### config.mk
export PLATFORM = sky130hd
export DESIGN_NAME = irqStatusTop
export DESIGN_NICKNAME = d
export VERILOG_FILES = /design/src/rtl/irqStatusPkg.sv /design/src/rtl/irqStatusCtrl.sv /design/src/rtl/irqStatusDatapath.sv /design/src/rtl/irqStatusTop.sv
export SDC_FILE = /design/constraint.sdc
export NUM_CORES = 1
export LEC_CHECK = 0
export BUFFER_PORTS_ARGS = -buffer_cell sky130_fd_sc_hd__buf_2
export CAP_MARGIN = 20
export CORE_MARGIN = 3
export CORE_UTILIZATION = 25
export DETAILED_ROUTE_END_ITERATION = 8
export PLACE_DENSITY = 0.54
export SKIP_LAST_GASP = 1
export SYNTH_ARGS = -nofsm -noshare
export SYNTH_HDL_FRONTEND = slang
export SYNTH_SLANG_ARGS = --single-unit
### constraint.sdc
create_clock -name clk -period 0.8 [get_ports clk]
set_input_delay 0.04 -clock clk [delete_from_list [all_inputs] [get_ports clk]]
set_output_delay 0.04 -clock clk [all_outputs]
set_load 0.05 [all_outputs]
### src/rtl/irqStatusPkg.sv
package irqStatusPkg;
  localparam int WORD_W = 32;
  localparam int HALF_W = WORD_W / 2;
  localparam int SEL_W  = 2;

  typedef enum logic [SEL_W-1:0] {
    SEL_ENABLE     = 2'd0,
    SEL_STATUS_CLR = 2'd1,
    SEL_COMMAND    = 2'd2,
    SEL_GLOBAL_CLR = 2'd3
  } regSelE;

  // command word fields
  localparam int CMD_RXON   = 0;
  localparam int CMD_TXON   = 8;
  localparam int CMD_OPMODE = 20;
  localparam int CMD_LOOP   = 21;
  localparam int CMD_SWR    = 24;
  localparam logic [WORD_W-1:0] CMD_KEEP = (WORD_W'(1) << CMD_OPMODE) | (WORD_W'(1) << CMD_LOOP);

  // summary sits at bit 0 of each half; sources are relative to the half
  localparam logic [HALF_W-1:0] RX_SRC = (HALF_W'(1) << 4) | (HALF_W'(1) << 10) | (HALF_W'(1) << 11);
  localparam logic [HALF_W-1:0] TX_SRC = (HALF_W'(1) << 2) | (HALF_W'(1) << 7) | (HALF_W'(1) << 8);

  // global status flags
  localparam int GS_RXHALT = 0;
  localparam int GS_TXHALT = 1;
  localparam int GS_W      = 2;

  typedef struct packed {
    logic              enableWr;
    logic              statusClr;
    logic              cmdWr;
    logic              globalClr;
    logic              softReset;
    logic              txHaltSet;
    logic              rxHaltSet;
    logic [WORD_W-1:0] data;
  } strobeS;
endpackage

### src/rtl/irqStatusCtrl.sv
module irqStatusCtrl
  import irqStatusPkg::*;
(
  input  logic              regWrEn,
  input  logic [SEL_W-1:0]  regSel,
  input  logic [WORD_W-1:0] regWrData,
  input  logic [WORD_W-1:0] cmdWord,
  output strobeS            strobe
);
  always_comb begin
    strobe = '0;
    strobe.data = regWrData;
    if (regWrEn) begin
      case (regSelE'(regSel))
        SEL_ENABLE:     strobe.enableWr  = 1'b1;
        SEL_STATUS_CLR: strobe.statusClr = 1'b1;
        SEL_COMMAND: begin
          if (regWrData[CMD_SWR]) begin
            strobe.softReset = 1'b1;
          end else begin
            strobe.cmdWr     = 1'b1;
            strobe.txHaltSet = cmdWord[CMD_TXON] & ~regWrData[CMD_TXON];
            strobe.rxHaltSet = cmdWord[CMD_RXON] & ~regWrData[CMD_RXON];
          end
        end
        SEL_GLOBAL_CLR: strobe.globalClr = 1'b1;
        default: ;
      endcase
    end
  end
endmodule

### src/rtl/irqStatusDatapath.sv
module irqStatusDatapath
  import irqStatusPkg::*;
(
  input  logic              clk,
  input  logic              rstN,
  input  strobeS            strobe,
  input  logic [HALF_W-1:0] txEvents,
  input  logic [HALF_W-1:0] rxEvents,
  output logic [WORD_W-1:0] statusWord,
  output logic [WORD_W-1:0] enableWord,
  output logic [WORD_W-1:0] cmdWord,
  output logic [WORD_W-1:0] globalStatus,
  output logic              txIrq,
  output logic              rxIrq
);
  localparam logic [WORD_W-1:0] CAUSE_MASK = ~((WORD_W'(1) << HALF_W) | WORD_W'(1));
  localparam logic [1:0][HALF_W-1:0] SUM_SRC = {TX_SRC, RX_SRC};

  logic [WORD_W-1:0] causeQ, enableQ, cmdQ, eventWord, causeNext;
  logic [GS_W-1:0]   globalQ, globalNext;
  logic [1:0]        summary, irqLine;

  assign eventWord = {txEvents, rxEvents} & CAUSE_MASK;

  always_comb begin
    causeNext = causeQ;
    if (strobe.statusClr) causeNext = causeNext & ~strobe.data;
    causeNext = causeNext | eventWord;  // set wins
  end

  always_comb begin
    globalNext = globalQ;
    if (strobe.globalClr) globalNext = globalNext & ~strobe.data[GS_W-1:0];
    if (strobe.txHaltSet) globalNext[GS_TXHALT] = 1'b1;
    if (strobe.rxHaltSet) globalNext[GS_RXHALT] = 1'b1;
  end

  always_ff @(posedge clk or negedge rstN) begin
    if (!rstN) begin
      causeQ  <= '0;
      enableQ <= '0;
      cmdQ    <= '0;
      globalQ <= '0;
    end else if (strobe.softReset) begin
      causeQ  <= '0;
      enableQ <= '0;
      cmdQ    <= cmdQ & CMD_KEEP;
      globalQ <= '0;
    end else begin
      causeQ  <= causeNext;
      globalQ <= globalNext;
      if (strobe.enableWr) enableQ <= strobe.data;
      if (strobe.cmdWr)    cmdQ    <= strobe.data;
    end
  end

  for (genvar h = 0; h < 2; h++) begin : g_half
    assign summary[h] = |(causeQ[h*HALF_W +: HALF_W] & enableQ[h*HALF_W +: HALF_W] & SUM_SRC[h]);
    assign irqLine[h] = summary[h] & enableQ[h*HALF_W];
  end

  assign statusWord   = causeQ | {HALF_W'(summary[1]), HALF_W'(summary[0])};
  assign enableWord   = enableQ;
  assign cmdWord      = cmdQ;
  assign globalStatus = WORD_W'(globalQ);
  assign txIrq        = irqLine[1];
  assign rxIrq        = irqLine[0];
endmodule

### src/rtl/irqStatusTop.sv
module irqStatusTop
  import irqStatusPkg::*;
(
  input  logic              clk,
  input  logic              rstN,
  input  logic              regWrEn,
  input  logic [SEL_W-1:0]  regSel,
  input  logic [WORD_W-1:0] regWrData,
  input  logic [HALF_W-1:0] txEvents,
  input  logic [HALF_W-1:0] rxEvents,
  output logic [WORD_W-1:0] statusWord,
  output logic [WORD_W-1:0] enableWord,
  output logic [WORD_W-1:0] cmdWord,
  output logic [WORD_W-1:0] globalStatus,
  output logic              txIrq,
  output logic              rxIrq
);
  strobeS strobe;

  irqStatusCtrl uCtrl (
    .regWrEn(regWrEn), .regSel(regSel), .regWrData(regWrData),
    .cmdWord(cmdWord), .strobe(strobe)
  );

  irqStatusDatapath uData (
    .clk(clk), .rstN(rstN), .strobe(strobe),
    .txEvents(txEvents), .rxEvents(rxEvents),
    .statusWord(statusWord), .enableWord(enableWord), .cmdWord(cmdWord),
    .globalStatus(globalStatus), .txIrq(txIrq), .rxIrq(rxIrq)
  );
endmodule

Word-level counts from Yosys, hierarchy flattened:

Cells that the tools add are included.
Widths: inputs -> output; s select.

* register bits after elaboration: 98
* bits of input ports: 69
* output and inout bits: 130

* equality and inequality tests: 3
* multiplexer cells: 19
* bitwise logic cells: 15
* reductions and logical operators: 8

Operator list (count)
* $mux 32: 6
* $and 32x32->32: 1
* $not 32->32: 1
* $or 32x17->32: 1
* $or 32x32->32: 1
* $and 12x12->12: 1
* $and 9x9->9: 1
* $mux 1: 8
* $mux 7: 1
* $mux 2: 3
* $reduce_bool 3->1: 2
* $reduce_or 3->1: 2
* $and 1x1->1: 4
* $eq 2x2->1 const B: 2
* $reduce_bool 2->1: 2
* $mux 3: 1
* $not 1->1: 3
* $and 2x2->2: 1
* $eq 2x1->1 const B: 1
* $logic_not 2->1: 1
* $not 2->2: 1
* $reduce_and 2->1: 1

Longest topological paths before layout:

Gate-level depths: netlist of run 1.

* word-level depth: 8
* mapped depth: 5

Cells and area by module:

A second synthesis of run 1 with hierarchy kept.

* cell total of the unflattened synthesis: 423
* area, all modules: 4999.8 um^2

Modules (own cells, without submodules)
* irqStatusDatapath: instances 1, cells an instance 382, area an instance 4658.2 um^2
* irqStatusCtrl: instances 1, cells an instance 41, area an instance 341.6 um^2

Worst setup path after synthesis of run 1:

OpenSTA, ideal clock, no wires.

* path type: register to output
* start: reg uData.enableQ[4], in the netlist uData.enableWord[4]
* end: out rxIrq
* data arrival time: 1.569 ns
* path slack: -0.809 ns
* stages on the path, launching flop included: 3
* path buffers: 0
* cell sequence: dfrtp_1 > a222oi_1 > nor2b_1

* cells in the longest elaborated chain, start to end: 3

Ends and longest elaborated chain
* start: declaration: line irqStatusDatapath.sv:19 `logic [WORD_W-1:0] causeQ, enableQ, cmdQ, eventWord, causeNext;`
* start signal: assignment: line irqStatusDatapath.sv:52 `if (strobe.enableWr) enableQ <= strobe.data;`
* $and 12x12->12: line irqStatusDatapath.sv:58 `assign summary[h] = |(causeQ[h*HALF_W +: HALF_W] & enableQ[h*HALF_W +: HALF_W] & SUM_SRC[h]);`
* $reduce_or 3->1: line irqStatusDatapath.sv:58
* $and 1x1->1: line irqStatusDatapath.sv:59 `assign irqLine[h] = summary[h] & enableQ[h*HALF_W];`
* end: declaration: line irqStatusTop.sv:16 `output logic rxIrq`

Every way passes these cells.

Worst setup path after layout of run 1:

* start: reg uData.causeQ[18]
* end: out statusWord[16]

* cells in the longest elaborated chain, start to end: 3

Ends and longest elaborated chain
* start: declaration: line irqStatusDatapath.sv:19
* start signal: assignment: line irqStatusDatapath.sv:50 `causeQ <= causeNext;`
* $and 9x9->9: line irqStatusDatapath.sv:58
* $reduce_or 3->1: line irqStatusDatapath.sv:58
* $or 32x17->32: line irqStatusDatapath.sv:62 `assign statusWord = causeQ | {HALF_W'(summary[1]), HALF_W'(summary[0])};`
* end: declaration: line irqStatusTop.sv:11 `output logic [WORD_W-1:0] statusWord,`

Every way passes these cells.

==> Flow_metrics.wiki, run 1 <==
{| class="wikitable"
! Metric !! Value
|-
| Synth warnings || 0
|-
| Maximum buffer depth of the clock tree || 2
|-
| Post-route non-filler standard cell count || 900
|-
| Startpoint type of the worst setup path || flip-flop
|-
| Endpoint of the worst register-to-register path || uData.enableWord[4]
|-
| Shortest clock period the worst path allows after layout || 1560 ps
|-
| Pwr dens || 2210 nW/um^2
|-
| Maximum VDD drop || 0.00102 V
|-
| Post-synthesis instance area || 4320 um^2
|-
| Filler Cell Count || 1,534
|-
| Maximum number of pins on one net before global-route repair || 39
|-
| Final period util || 195%
|-
| Top-Level Pins || 199
|-
| Sequential fraction of design power || 36.0%
|-
| Die footprint || 18,900 um^2
|-
| Int Pwr || 10.8 mW
|-
| Clock Latency Late Sink || 340 ps
|-
| Total congestion overflow || 0
|-
| R2R Path Start || uData.enableWord[4]
|-
| Overall fraction of global-route tracks in use || 15.5%
|-
| Leading cell types by total area after synthesis || sky130_fd_sc_hd__dfrtp_1 57%, sky130_fd_sc_hd__buf_4 10%, sky130_fd_sc_hd__a22o_1 6.5%, sky130_fd_sc_hd__inv_1 4.8%, sky130_fd_sc_hd__o31ai_1 4.7%
|-
| Routability Congestion || 0.733
|-
| Final setup violation count || 123
|-
| Max cap viols || 0
|-
| Max FO, Critical Path || 2
|-
| Count of distinct cell types in the synthesized netlist || 27
|-
| Setup Total Neg Slack || -20,050 ps
|-
| Max Clock Freq || 0.640 GHz
|-
| Final Hold Violating Endpoints || 0
|-
| Combinational Power Share || 36.6%
|-
| Failing checks || negative setup slack
|-
| Cell Rows || 47
|-
| Layout net count || 745
|-
| Top routing layer in use || met4
|-
| HPWL after detailed placement || 9.77 mm
|-
| Vias per Instance || 4.36
|-
| Starting density of the core || 25.8%
|-
| CP Capture Point || statusWord[16]
|-
| CTS tree || built
|-
| First drt pass iteration count || 5
|-
| Via count of the first global-routing pass || 4,168
|-
| Data required, critical path || 760 ps
|-
| Final routed DRC violation total || 0
|-
| Number of DRC markers after the initial detailed-route iteration || 117
|-
| Global-route wire length before repair || 22.1 mm
|-
| Chip height || 137 um
|-
| Static leakage || 3.59 nW
|-
| Flops & latches, synth || 98
|-
| Routed length on met1 || 5.78 mm
|-
| Area of the multi-input gates || 1400 um^2
|-
| TritonCTS sink count || 98
|-
| Routed WL per cell || 16.6 um
|-
| Cell taking the most area after synthesis || sky130_fd_sc_hd__dfrtp_1
|-
| Length in cells of the worst reg-to-reg path || 3
|-
| Total area of sequential cells || 2530 um^2
|-
| Worst clock skew || 0.448 ps
|-
| Die X || 137 um
|-
| H-tree depth || 3
|-
| Share of synthesized area occupied by flip-flops and latches || 56.7%
|-
| Status || finished with violations
|-
| Detailed-route via count || 3,921
|-
| Part of the power in the clock network || 27.4%
|-
| Post-layout worst setup margin || -762 ps
|-
| Synthesized instance count || 417
|-
| Routed length on met2 || 7.89 mm
|-
| Root Driver || sky130_fd_sc_hd__clkbuf_16
|-
| Type of element capturing the critical path || primary output
|-
| Count of input and output buffers || 166
|-
| Detailed route wirelength on metal3 || 1.00 mm
|-
| Net switching power figure || 5.97 mW
|-
| Placeable Area || 16,800 um^2
|-
| Diode count || 0
|-
| Cells on Worst Hold Path || 3
|-
| Number of nets with antenna violations after detailed routing || 0
|-
| Area added between synthesis and finish || 75.1%
|-
| Clock transition time at the flip-flop clock pins of the worst setup and hold paths || 70 ps
|-
| RSZ-0062 raised after global routing || yes
|-
| Placed cell count || 791
|-
| Max-slew violation total from the final report || 0
|-
| Syn avg cell area || 10.4 um^2
|-
| Switching Fraction || 35.7%
|-
| Critical Path Source || uData.causeQ[18]
|-
| Minimum setup slack among reg-to-reg paths || -170 ps
|-
| CP Class || reg -> out
|-
| Critical path data arrival time || 1520 ps
|-
| Worst min-delay path class || in -> reg
|-
| Number of buffers inserted during clock tree synthesis || 9
|-
| Antenna violations before repair || 0
|-
| Layout cell share with drive strength beyond 1 || 52.6%
|-
| Detailed-route wire length || 14.9 mm
|-
| Top-area cell type share of the netlist area || 56.7%
|}
synth_stat cells, drive strengths merged:
master  instances
nor2            2
a222oi          2
a211o           1
and3            2
buf            72
o21ai          31
nand2          35
dfrtp          98
nand3b          2
nor3            1
o31ai          27
nand2b          2
a21boi          2
o21a            2
inv            57
nand3           2
conb            1
nor2b           2
mux2            2
clkbuf          8
and3b           2
a22o           32
and2            1
a21oi          30
a211oi          1
worst min-delay path by stage:
stage | to | slack (ps) | start
after floorplan | uData.causeQ[0] | -260 | rstN
after global placement | uData.causeQ[17] | -90 | rstN
after detailed placement | uData.causeQ[17] | -90 | rstN
after CTS | uData.cmdWord[5] | 60 | regWrData[24]
after global routing | uData.cmdWord[7] | 90 | regWrData[24]
final | uData.cmdWord[7] | 80 | regWrData[24]
cell usage in the layout, fill, tap and decap left out, drive strengths merged, types with 2 or more instances in the layout:
cell,count
o31ai,27
nand2,35
dfrtp,98
bufinv,2
a21boi,2
nand3,2
a22o,32
a21oi,30
clkbuf,12
nand3b,2
inv,57
o21a,2
conb,30
nor2,2
nor2b,2
mux2,2
nand2b,2
o21ai,31
dlygate4sd3,62
buf,237
and3b,2
a222oi,2
and3,2
cells by family after synthesis:
| logic type | share of synthesized area, % |
|---|---|
| compound gates | 19.8 |
| buf+inv | 17.5 |
| flops | 56.7 |
| mux | 0.521 |
| other cells | 0.0867 |
| simple gates | 5.44 |
final cells by class:
| cell class | count | share of cell area [%] |
|---|---|---|
| sequential | 98 | 33.5 |
| multi-input combinational | 211 | 18.5 |
| timing repair buffer | 299 | 37.6 |
| inverter | 57 | 2.83 |
| clock buffer | 12 | 3.12 |
| tap | 220 | 3.64 |
| clock inverter | 3 | 0.860 |
per-stage QoR:
stage | hold WS [ps] | total power, mW | setup WS (ps) | instance area [um^2] | util (%)
after floorplan | -256 | 9.50 | -505 | 4660 | -
after global placement | -91.5 | 10.6 | -379 | 5560 | 33.2
after detailed placement | -90.3 | 10.6 | -420 | 5560 | 33.2
after CTS | 58.1 | 16.6 | -763 | 7330 | 43.7
final | 81.3 | 16.7 | -762 | 7570 | 45.2
after global routing | 86.3 | 17.4 | -824 | 7570 | 45.2
per-layer routing:
layer | GRT usage (%) | up-vias
met5 | 0 | -
met4 | 4.55 | 0
met3 | 4.86 | 15
met2 | 27.9 | 145
met1 | 17.4 | 1928
li1 | - | 1833
timing repair:
item / 4_1_cts / 5_1_grt
pin swaps: 3 / 14
hold buffers: 62 / 0
resized for setup: 224 / 42
hold endpoints to repair: 188 / 0
setup endpoints to repair: 108 / 131
setup buffers: 19 / 16
critical path, stage by stage, from the launching register on:
cell and delay (ps):
sky130_fd_sc_hd__dfrtp_1 400, sky130_fd_sc_hd__a222oi_1 370, sky130_fd_sc_hd__buf_4 200, sky130_fd_sc_hd__nand2b_4 60
sky130_fd_sc_hd__buf_8 150
power by group through the flow:
stage / Sequential, mW / Combinational (mW) / Clock, mW
finish: 6.02 / 6.13 / 4.58
global route: 6.08 / 6.46 / 4.88
CTS: 6.01 / 5.88 / 4.71
detailed placement: 5.98 / 4.65 / 0
global placement: 5.95 / 4.62 / 0
floorplan: 7.50 / 2.00 / 0
state kept, by name, indices dropped and copies added (netlist names):
signal            flops
uData.globalQ         2
uData.enableWord     32
uData.causeQ         32
uData.cmdWord        32
No activity file was read; power rests on OpenSTA's default activity.
==> run 2: changes to the inputs <==
--- a/config.mk
+++ b/config.mk
@@ -11,6 +11,7 @@
 export CORE_UTILIZATION = 25
 export DETAILED_ROUTE_END_ITERATION = 8
 export PLACE_DENSITY = 0.54
+export REMOVE_ABC_BUFFERS = 1
 export SKIP_LAST_GASP = 1
 export SYNTH_ARGS = -nofsm -noshare
 export SYNTH_HDL_FRONTEND = slang
==> run 2 against run 1 <==
  * The flow still finishes with violations (negative setup slack)
  * Design area shrank 2.5%
  * Clock-buffer cell count shrank 2
  * Worst hold slack lost 6.0 ps
  * Combinational power shrank 1%
  * Via count grew 0.69%
  * Clock power shrank 7.9%
  * Register-to-register slack gained 70 ps
  * Clock skew grew 5.4 ps
  * Critical path depth is the same
  * Final cell count grew 0.11%
==> Flow_metrics.wiki, run 2 (synthesis results as in run 1) <==
{| class="wikitable"
! Metric !! Value
|-
| Status || finished with violations
|-
| Failing checks || negative setup slack
|-
| HPWL after detailed placement || 9.32 mm (-4.6%)
|-
| Detailed-route wire length || 14.1 mm (-5.5%)
|-
| Clock Latency Late Sink || 340 ps (about the same)
|-
| Post-route non-filler standard cell count || 901 (+0.11%)
|-
| Maximum buffer depth of the clock tree || 2 (unchanged)
|-
| Via count of the first global-routing pass || 4,053 (-2.8%)
|-
| Placeable Area || 16,800 um^2 (unchanged)
|-
| Count of input and output buffers || 166 (unchanged)
|-
| Shortest clock period the worst path allows after layout || 1650 ps (+84.4 ps)
|-
| Type of element capturing the critical path || primary output
|-
| Max cap viols || 0 (unchanged)
|-
| Maximum VDD drop || 0.000940 V (-7.5%)
|-
| H-tree depth || 3 (unchanged)
|-
| Clock transition time at the flip-flop clock pins of the worst setup and hold paths || 70 ps (about the same)
|-
| RSZ-0062 raised after global routing || yes
|-
| Crit path max-delay cell type || sky130_fd_sc_hd__a222oi_1
|-
| Critical path data arrival time || 1610 ps (+90 ps)
|-
| Vias per Instance || 4.38 (+0.58%)
|-
| Maximum number of pins on one net before global-route repair || 41 (+5.1%)
|-
| Overall fraction of global-route tracks in use || 14.6% (-0.81 points)
|-
| Switching Fraction || 36.4% (+0.67 points)
|-
| Final routed DRC violation total || 0 (unchanged)
|-
| Leading cell type in the layout, fill and taps excluded || sky130_fd_sc_hd__buf_6
|-
| Pwr dens || 2200 nW/um^2 (-0.51%)
|-
| Part of the power in the clock network || 26.0% (-1.4 points)
|-
| Top-Level Pins || 199 (unchanged)
|-
| Max-slew violation total from the final report || 0 (unchanged)
|-
| Int Pwr || 10.3 mW (-4.0%)
|-
| Starting density of the core || 25.8% (unchanged)
|-
| CP max stage delay || 460 ps (+60 ps)
|-
| Root Driver || sky130_fd_sc_hd__clkbuf_16
|-
| TritonCTS sink count || 98 (unchanged)
|-
| Number of buffers inserted during clock tree synthesis || 9 (unchanged)
|-
| Worst min-delay path class || in -> async
|-
| Cell family contributing the most delay on the critical path || compound AO/OA/AOI/OAI gates
|-
| Sequential fraction of design power || 36.6% (+0.6 points)
|-
| Combinational Power Share || 37.4% (+0.8 points)
|-
| Data required, critical path || 760 ps (about the same)
|-
| Post-layout worst setup margin || -847 ps (-84.4 ps)
|-
| Layout cell share with drive strength beyond 1 || 41.3% (-11 points)
|-
| Placed cell count || 790 (-0.13%)
|-
| Max FO, Critical Path || 2 (unchanged)
|-
| Layout net count || 746 (+0.13%)
|-
| Die X || 137 um (unchanged)
|-
| Chip height || 137 um (unchanged)
|-
| Max Clock Freq || 0.607 GHz (-5.1%)
|-
| Startpoint type of the worst setup path || flip-flop
|-
| Final period util || 206% (+11 points)
|-
| Area added between synthesis and finish || 70.8%
|-
| CTS tree || built
|-
| Die footprint || 18,900 um^2 (unchanged)
|-
| Diode count || 0 (unchanged)
|-
| Net switching power figure || 5.90 mW (-1.2%)
|-
| Crit-path cells || a222oi_1, buf_4, nor2b_1, buf_6
|-
| Final Hold Violating Endpoints || 0 (unchanged)
|-
| Routability Congestion || 0.789 (+7.7%)
|-
| Highest-count cells in the layout ignoring fill and taps || 109 x sky130_fd_sc_hd__buf_6, 98 x sky130_fd_sc_hd__dfrtp_1, 65 x sky130_fd_sc_hd__buf_2, 62 x sky130_fd_sc_hd__dlygate4sd3_1, 54 x sky130_fd_sc_hd__inv_1
|-
| Final setup violation count || 125 (+1.6%)
|-
| Cell Rows || 47 (unchanged)
|-
| Number of DRC markers after the initial detailed-route iteration || 150 (+28%)
|-
| Detailed-route via count || 3,948 (+0.69%)
|-
| Power Total || 16.2 mW (-3.0%)
|-
| Number of nets with antenna violations after detailed routing || 0 (unchanged)
|-
| CP Class || reg -> out
|-
| Critical path buffer and inverter count || 2 (unchanged)
|-
| First drt pass iteration count || 4 (-1)
|-
| Worst clock skew || 5.83 ps (+5.38 ps)
|-
| Static leakage || 3.66 nW (+1.8%)
|-
| Antenna violations before repair || 0 (unchanged)
|-
| Total congestion overflow || 0 (unchanged)
|-
| Global-route wire length before repair || 21.3 mm (-4.0%)
|-
| Routed WL per cell || 15.7 um (-5.6%)
|-
| Hold WS || 75.3 ps (-6.01 ps)
|-
| Share of the core filled with cells in the final layout || 44.1% (-1.1 points)
|-
| Minimum setup slack among reg-to-reg paths || -100 ps (+70 ps)
|}
## run 2: changes by cell type in the layout (fill, tap and decap cells not counted), sizes merged
cell / change
buf: +1
bufinv: -1
clkbuf: -2
clkinv: +2
clkinvlp: +1
## run 2: final cells by class
class	count	area [um^2]
multi-input combinational	211	1340
timing repair buffer	300	2820
inverter	57	214
clock inverter	5	56.3
fill	1545	9380
clock buffer	10	229
tap	220	275
sequential	98	2450
## run 2: power groups by stage
| stage | sequential (mW) | combinational [mW] | clock, mW |
|---|---|---|---|
| after floorplan | 7.82 | 1.12 | 0 |
| after global placement | 5.87 | 4.50 | 0 |
| after detailed placement | 5.89 | 4.54 | 0 |
| after CTS | 5.92 | 5.84 | 4.42 |
| after global routing | 5.98 | 6.38 | 4.58 |
| final | 5.94 | 6.07 | 4.22 |
## run 2: path summary, 6_finish.rpt
path                                      start                 to  depth (start not counted)
min reg2reg                   uData.cmdWord[28]  uData.cmdWord[28]                          2
max in group asynchronous                  rstN   uData.cmdWord[6]                          3
min                                        rstN  uData.cmdWord[10]                          2
max reg2reg                    uData.causeQ[18]   uData.causeQ[18]                          4
min in group clk                  regWrData[24]   uData.cmdWord[0]                          5
max                        uData.enableWord[18]              txIrq                          4
## run 2: layer usage
layer	share of wire (%)	wire [um]	global-route usage, %	vias to the layer above
met5	0	0	0	-
met4	1.9	274	5.65	0
met3	5.4	758	3.07	20
met2	54	7640	27.1	149
met1	39	5430	16.3	1956
li1	-	-	-	1823
## run 2: timing repair
item	4_1_cts	5_1_grt
hold endpoints to repair	190	0
hold buffers	62	0
setup buffers	26	15
setup endpoints to repair	108	142
gates resized for setup	227	46
pin swaps	4	12
## run 2: worst reg2reg max path, delay by kind of cell (launching register included)
| kind | cells | cell delay [ps] |
|---|---|---|
| buffers and inverters | 2 | 250 |
| DFF | 1 | 390 |
| AOI/OAI and AO/OA | 2 | 140 |
## run 2: per-stage QoR
step / setup slack [ps] / area, um^2 / TNS (ps)
after floorplan: -1980 / 3890 / -110750
after global placement: -544 / 5370 / -25510
after detailed placement: -547 / 5370 / -27970
after CTS: -923 / 7170 / -20980
after global routing: -946 / 7380 / -23260
final: -847 / 7380 / -18790
